[config.mk]
export PLATFORM = sky130hd
export DESIGN_NAME = probe_csr
export DESIGN_NICKNAME = d
export VERILOG_FILES = /design/src/rtl/probe_csr_pkg.sv /design/src/rtl/probe_csr_sync.sv /design/src/rtl/probe_csr_sticky.sv /design/src/rtl/probe_csr_ctrl.sv /design/src/rtl/probe_csr.sv
export SDC_FILE = /design/constraint.sdc
export NUM_CORES = 1
export LEC_CHECK = 0
export BUFFER_PORTS_ARGS = -buffer_cell sky130_fd_sc_hd__clkbuf_2
export CAP_MARGIN = 20
export CORE_MARGIN = 3
export CORE_UTILIZATION = 39
export DETAILED_ROUTE_END_ITERATION = 10
export PLACE_DENSITY = 0.83
export SYNTH_ARGS = -nofsm -noshare
export SYNTH_HDL_FRONTEND = slang
export SYNTH_SLANG_ARGS = --single-unit
export TNS_END_PERCENT = 5
[constraint.sdc]
create_clock -name clk -period 3.6 [get_ports clk]
set_clock_uncertainty 0.15 [all_clocks]
set_input_delay 0.72 -clock clk [delete_from_list [all_inputs] [get_ports clk]]
set_output_delay 0.72 -clock clk [all_outputs]
set_load 0.005 [all_outputs]
[src/rtl/probe_csr_pkg.sv]
`timescale 1ns/1ps
package probe_csr_pkg;

    localparam int REG_W     = 11;
    localparam int B_SYS_RST = 0;
    localparam int B_TST_RST = 1;
    localparam int B_PWR_OFF = 3;
    localparam int B_LED0    = 4;
    localparam int B_LED1    = 5;
    localparam int B_SENSE   = 6;
    localparam int B_DROP    = 7;
    localparam int B_ADAPT   = 8;
    localparam int B_TMO     = 10;

    // bits that are plain set/clear controls
    localparam logic [REG_W-1:0] CTRL_MASK = 11'h13B;

    localparam int N_FLAG  = 3;
    localparam int F_SENSE = 0;
    localparam int F_DROP  = 1;
    localparam int F_TMO   = 2;

    typedef enum logic [1:0] {
        OP_IDLE,
        OP_SET,
        OP_CLR
    } bus_op_e;

    typedef enum logic {
        FLAG_ARMED,
        FLAG_CAUGHT
    } flag_state_e;

endpackage

[src/rtl/probe_csr_sync.sv]
`timescale 1ns/1ps
module probe_csr_sync #(
    parameter int W      = 2,
    parameter int STAGES = 2
) (
    input  logic         clk,
    input  logic         rst,
    input  logic [W-1:0] d_i,
    output logic [W-1:0] q_o
);
    logic [STAGES-1:0][W-1:0] stage_q;

    generate
        if (STAGES == 1) begin : g_single
            always_ff @(posedge clk) begin
                if (rst) stage_q <= '0;
                else     stage_q <= d_i;
            end
        end else begin : g_chain
            always_ff @(posedge clk) begin
                if (rst) stage_q <= '0;
                else     stage_q <= {stage_q[STAGES-2:0], d_i};
            end
        end
    endgenerate

    assign q_o = stage_q[STAGES-1];
endmodule

[src/rtl/probe_csr_sticky.sv]
`timescale 1ns/1ps
module probe_csr_sticky
    import probe_csr_pkg::*;
(
    input  logic clk,
    input  logic rst,
    input  logic rearm_i,
    input  logic event_i,
    output logic flag_o
);
    flag_state_e state_q, state_d;

    always_ff @(posedge clk) begin
        if (rst) state_q <= FLAG_ARMED;
        else     state_q <= state_d;
    end

    // re-arm wins over an event in the same cycle
    always_comb begin
        state_d = state_q;
        unique case (state_q)
            FLAG_ARMED:  if (event_i && !rearm_i) state_d = FLAG_CAUGHT;
            FLAG_CAUGHT: if (rearm_i)             state_d = FLAG_ARMED;
            default:     state_d = FLAG_ARMED;
        endcase
    end

    always_comb flag_o = (state_q == FLAG_CAUGHT);
endmodule

[src/rtl/probe_csr_ctrl.sv]
`timescale 1ns/1ps
module probe_csr_ctrl
    import probe_csr_pkg::*;
#(
    parameter int DATA_W = 32
) (
    input  logic              clk,
    input  logic              rst,
    input  bus_op_e           op_i,
    input  logic [DATA_W-1:0] wdata_i,
    output logic [DATA_W-1:0] ctrl_o
);
    localparam logic [DATA_W-1:0] MASK = DATA_W'(CTRL_MASK);

    logic [DATA_W-1:0] hit;
    assign hit = wdata_i & MASK;

    always_ff @(posedge clk) begin
        if (rst) begin
            ctrl_o <= '0;
        end else begin
            unique case (op_i)
                OP_SET:  ctrl_o <= ctrl_o | hit;
                OP_CLR:  ctrl_o <= ctrl_o & ~hit;
                default: ctrl_o <= ctrl_o;
            endcase
        end
    end
endmodule

[src/rtl/probe_csr.sv]
`timescale 1ns/1ps
module probe_csr
    import probe_csr_pkg::*;
#(
    parameter int                ADDR_W      = 8,
    parameter int                DATA_W      = 32,
    parameter logic [ADDR_W-1:0] SET_ADDR    = 8'h10,
    parameter logic [ADDR_W-1:0] CLR_ADDR    = 8'h14,
    parameter int                SYNC_STAGES = 2
) (
    input  logic              clk,
    input  logic              rst,
    input  logic [ADDR_W-1:0] bus_addr,
    input  logic              bus_wr,
    input  logic [DATA_W-1:0] bus_wdata,
    input  logic              bus_rd,
    output logic [DATA_W-1:0] bus_rdata,
    input  logic              tgt_rst_sense_i,
    input  logic              tgt_pwr_drop_i,
    input  logic              rclk_timeout_i,
    output logic              sys_rst_o,
    output logic              test_rst_o,
    output logic              pwr_off_o,
    output logic [1:0]        led_o,
    output logic              adapt_clk_o
);
    bus_op_e           op;
    logic [DATA_W-1:0] ctrl_q;
    logic [1:0]        synced;
    logic [N_FLAG-1:0] rearm;
    logic [N_FLAG-1:0] evt;
    logic [N_FLAG-1:0] flag_q;
    logic [DATA_W-1:0] status;

    always_comb begin
        op = OP_IDLE;
        if (bus_wr && bus_addr == SET_ADDR)      op = OP_SET;
        else if (bus_wr && bus_addr == CLR_ADDR) op = OP_CLR;
    end

    probe_csr_ctrl #(.DATA_W(DATA_W)) ctrl_i (
        .clk     (clk),
        .rst     (rst),
        .op_i    (op),
        .wdata_i (bus_wdata),
        .ctrl_o  (ctrl_q)
    );

    probe_csr_sync #(.W(2), .STAGES(SYNC_STAGES)) sync_i (
        .clk (clk),
        .rst (rst),
        .d_i ({tgt_pwr_drop_i, tgt_rst_sense_i}),
        .q_o (synced)
    );

    always_comb begin
        rearm[F_SENSE] = (op == OP_SET) && bus_wdata[B_SENSE];
        rearm[F_DROP]  = (op == OP_SET) && bus_wdata[B_DROP];
        rearm[F_TMO]   = (op == OP_CLR) && bus_wdata[B_TMO];
        evt[F_SENSE]   = synced[0];
        evt[F_DROP]    = synced[1];
        evt[F_TMO]     = rclk_timeout_i;
    end

    generate
        for (genvar g = 0; g < N_FLAG; g++) begin : g_flag
            probe_csr_sticky flag_i (
                .clk     (clk),
                .rst     (rst),
                .rearm_i (rearm[g]),
                .event_i (evt[g]),
                .flag_o  (flag_q[g])
            );
        end
    endgenerate

    always_comb begin
        status          = ctrl_q;
        status[B_SENSE] = flag_q[F_SENSE];
        status[B_DROP]  = flag_q[F_DROP];
        status[B_TMO]   = flag_q[F_TMO];
    end

    always_ff @(posedge clk) begin
        if (rst)                                bus_rdata <= '0;
        else if (bus_rd && bus_addr == SET_ADDR) bus_rdata <= status;
        else                                    bus_rdata <= '0;
    end

    assign sys_rst_o   = ctrl_q[B_SYS_RST];
    assign test_rst_o  = ctrl_q[B_TST_RST];
    assign pwr_off_o   = ctrl_q[B_PWR_OFF];
    assign led_o       = {ctrl_q[B_LED1], ctrl_q[B_LED0]};
    assign adapt_clk_o = ctrl_q[B_ADAPT];
endmodule

=== Yosys cells after proc, flatten, opt, wreduce, memory -nomap -nowiden ===
Cells that the tools add are included.

* Register bits: 71

* Reductions and logical operators: 14
* Bitwise gates (word level): 7
* Eq/ne operators: 4
* Mux-type cells: 12

{| class="wikitable"
|+ Operator list
! kind !! number
|-
| 32-bit case mux with 2 select lines || 1
|-
| 32-bit bitwise AND || 1
|-
| 9-bit inverter with 32-bit output || 1
|-
| 32-bit by 9-bit bitwise OR with 32-bit output || 1
|-
| 8-bit by 5-bit equality test with 1-bit output (second input constant) || 2
|-
| 1-bit logical AND || 9
|-
| 1-bit two-way mux || 6
|-
| 1-bit case mux with 2 select lines || 3
|-
| 2-bit two-way mux || 2
|-
| 1-bit inverter || 4
|-
| 1-bit zero test || 3
|-
| 2-bit by 1-bit equality test with 1-bit output (second input constant) || 1
|-
| 2-bit equality test (second input constant) || 1
|-
| 2-bit nonzero test || 1
|-
| 2-bit OR reduction || 1
|}

=== Logic depth before layout (Yosys ltp) ===
* Word-level depth: 10
* Gate-level depth with buffers: 4

=== Modules after synthesis ===
Synthesis repeated with hierarchy kept, for this count alone.

* Cell total of the unflattened synthesis: 196
* Area total of the unflattened synthesis: 2109.5 µm²

{| class="wikitable"
|+ Modules (own cells, without submodules)
! module !! area each (µm²) !! seq. area each (µm²) !! instances !! cells each
|-
| probe_csr || 1396.3 || 640.6 || 1 || 122
|-
| probe_csr_ctrl || 491.7 || 120.1 || 1 || 55
|-
| probe_csr_sync || 120.1 || 80.1 || 1 || 10
|-
| probe_csr_sticky || 33.8 || 20.0 || 3 || 3
|}

=== Least setup slack after synthesis ===
Ideal clock, no wire load.

* Path type: input port to flip-flop
* From: input bus_addr[5]
* To: register bus_rdata[0]
* Arrival: 1.560 ns
* Cell stages on the path: 4
* Path buffers: 1
* Slack: 1.832 ns
* Cell sequence: nor4b_4 and4_1 buf_4 and2_1

* Cells in the longest elaborated chain, start to end: 4

{| class="wikitable"
|+ RTL lines
! item !! line !! source
|-
| from (decl) || probe_csr.sv:13 || <nowiki>input logic [ADDR_W-1:0] bus_addr,</nowiki>
|-
| 8-bit by 5-bit equality test with 1-bit output || probe_csr.sv:86 || <nowiki>else if (bus_rd && bus_addr == SET_ADDR) bus_rdata <= status;</nowiki>
|-
| 1-bit logical AND || probe_csr.sv:86 ||
|-
| 1-bit inverter (no source line) || -- ||
|-
| 2-bit OR reduction (no source line) || -- ||
|-
| to (signal assigned) || probe_csr.sv:86 ||
|-
| to (decl) || probe_csr.sv:17 || <nowiki>output logic [DATA_W-1:0] bus_rdata,</nowiki>
|}

No other way between the ends.
A chain may end at the register's enable or synchronous reset.

==> metrics.txt <==
run status=finished, final reports clean; power share of the clock group=between 30 and 40%; vias in the first global route=676; Non-Filler Instances=159; register area share after synthesis=between 40% and 50%; Leak=~0.00058 µW; fin crit share=a little under half; fin util=49.7%; Max H-tree Level=1; count of final hold-check violations=0; Wirelength per Cell=10.8 µm; #FFs+latches synth=22; Avg Cell Area, Syn=~10 µm²; Initial Util=a little over two fifths; Sw Share=about 20%; met1 wire length=608 µm; via count=~700; peak supply drop=between 300 and 400 µV; Cell variety after synth=17; TNS Setup=0 ns; initial antenna violation count=0; critical-path cell list=clkbuf_2; CP top delay family=flip-flops; worst hold path class=reg -> reg; cell count after synthesis=93; logic gate share of total power=~7%; Worst-path clk slew=around 0.12 ns; top-count cell post-synth=buf_4; EDFF count, synth=0; Worst EP arrival=approximately 0.84 ns; met3 wire len=roughly 190 µm; share of cells above drive strength 1=34.4%; worst skew pair latency=about 0.31 ns; final antenna-violating net count=0; Worst Reg-to-Reg Cells=2; Sw Pwr=roughly 94 µW; met2 WL=approximately 900 µm; Synth Warn #=0; largest net degree at the start of global routing=16; Setup Crit Path Kind=reg -> out; WP buf/inv=1; CTS Sinks=22; Area growth syn-to-layout=18.2%; Die W=around 55 µm; Total Routing Usage GR=a little under an eighth; Max Fclk=just under 0.6 GHz; Final Critical Period=~1.7 ns; sequential power share=53.1%; first-pass GRT wire length=~2.7 mm; top-area cell type share of the netlist area=46.4%; Slew Limit Fails=0; top layer in use=met4; Max-Cap Viols=0; Cell Area, Synth=roughly 950 µm²; post-CTS setup repair buffer count=0; nets=approximately 180; cell taking the most area after synthesis=dfxtp_1; die height=between 50 and 60 µm; Fillers=212; WP depth=1; final WL=roughly 1.7 mm; n_diodes=0; synth top area cells=dfxtp_1, buf_4, mux2i_1; hold slack=approximately 0.30 ns; port bufs=38; core area=between 2000 and 2500 µm²; Hold Buf Count CTS=0; DR pass1 iterations=4; post-CTS sizing=0; Largest stage delay, worst path=a little under 0.4 ns; DRT iter0 DRCs=4; average vias per placed instance=4.32; R2R setup slack=~2.8 ns; Root Driver=clkbuf_4; Crit. End Element=primary output; critical path startpoint category=flop; CTS tree=done; CP Max Fanout=3; Site Rows=17; Num CTS Buffers=3; die area=a little over 3000 µm²; deepest clock path buffer count=2; Main synth FF type=dfxtp_1; number of instances in the placed design=between 150 and 200; # IOs=85; Worst path slowest cell=dfxtp_1; DRC Markers=0; P_int=375 µW; Setup violations, final=0; CP required=2.73 ns; PwrDens=between 400 and 500 nW/µm²; RePlAce Congestion=about 0.7; Hold Crit Depth=1; most instantiated cells after synthesis=buf_4, dfxtp_1, and2_1; hpwl dp=1.46 mm; GRT Residual Overflow=0; RSZ-0062 raised after global routing=false; Async SR Flop Fraction=0%
## per-layer routing
| layer | up-vias | global-route usage (%) |
|---|---|---|
| li1 | 337 | - |
| met1 | 306 | 10.1 |
| met2 | 40 | 22.6 |
| met3 | 4 | 3.50 |
| met4 | 0 | 5.21 |
| met5 | - | 0 |
## final timing paths
kind                                 from                 endpoint
setup / recovery                     flop                sys_rst_o
hold / removal          sync_i.stage_q[0]            sync_i.q_o[0]
setup reg to reg  g_flag[0].flag_i.flag_o  g_flag[0].flag_i.flag_o
hold reg to reg         sync_i.stage_q[0]            sync_i.q_o[0]
## logic make-up after synthesis
family,Yosys count,synth area share [%]
AND/OR/NAND/NOR,34,23.9
buffers and inverters,27,20.2
flip-flops,22,46.4
multiplexers,6,6.33
AO/OA/AOI/OAI,3,2.77
other,1,0.395
## final cells by class
| class | count | area, µm² | share of cell area, % |
|---|---|---|---|
| clock inverter | 1 | 30.0 | 2.68 |
| inverter | 1 | 3.75 | 0.335 |
| tap | 28 | 35.0 | 3.12 |
| multi-input combinational | 66 | 399 | 35.6 |
| clock buffer | 3 | 22.5 | 2.01 |
| timing repair buffer | 38 | 190 | 17.0 |
| sequential | 22 | 440 | 39.3 |
## layout by cell type (no fill, tap or decap)
cell type	count
nor2_1	4
and2_1	9
nor4b_4	1
dfxtp_1	22
nand2b_1	6
inv_1	1
or2_2	1
bufinv_16	1
nand4_1	6
nor3_2	1
and3_1	1
and4_1	1
clkbuf_4	3
nor2b_1	4
a311oi_1	3
clkbuf_2	38
conb_1	23
mux2i_1	6
## power by group through the flow
stage               Sequential (µW)  Clock, µW  Combinational (µW)
global placement                254          0                31.0
finish                          249        187                32.6
floorplan                       254          0                33.7
global route                    249        199                36.8
detailed placement              254          0                32.0
CTS                             249        190                32.2
## worst reg2reg max path: cells and delay by family (launching register included)
kind | cells | cell delay [ns]
flops | 1 | 0.35
compound gates | 1 | 0.23
simple gates | 1 | 0.04
## through the flow
stage | setup slack [ns] | power [µW] | area [µm²]
6_report | 1.89 | 468 | 1120
5_1_grt | 1.79 | 485 | 1120
4_1_cts | 1.89 | 471 | 1120
3_5_place_dp | 1.57 | 286 | 1070
3_3_place_gp | 1.61 | 285 | 1070
2_1_floorplan | 1.83 | 288 | 1030
(Power assumes the default switching activity.)
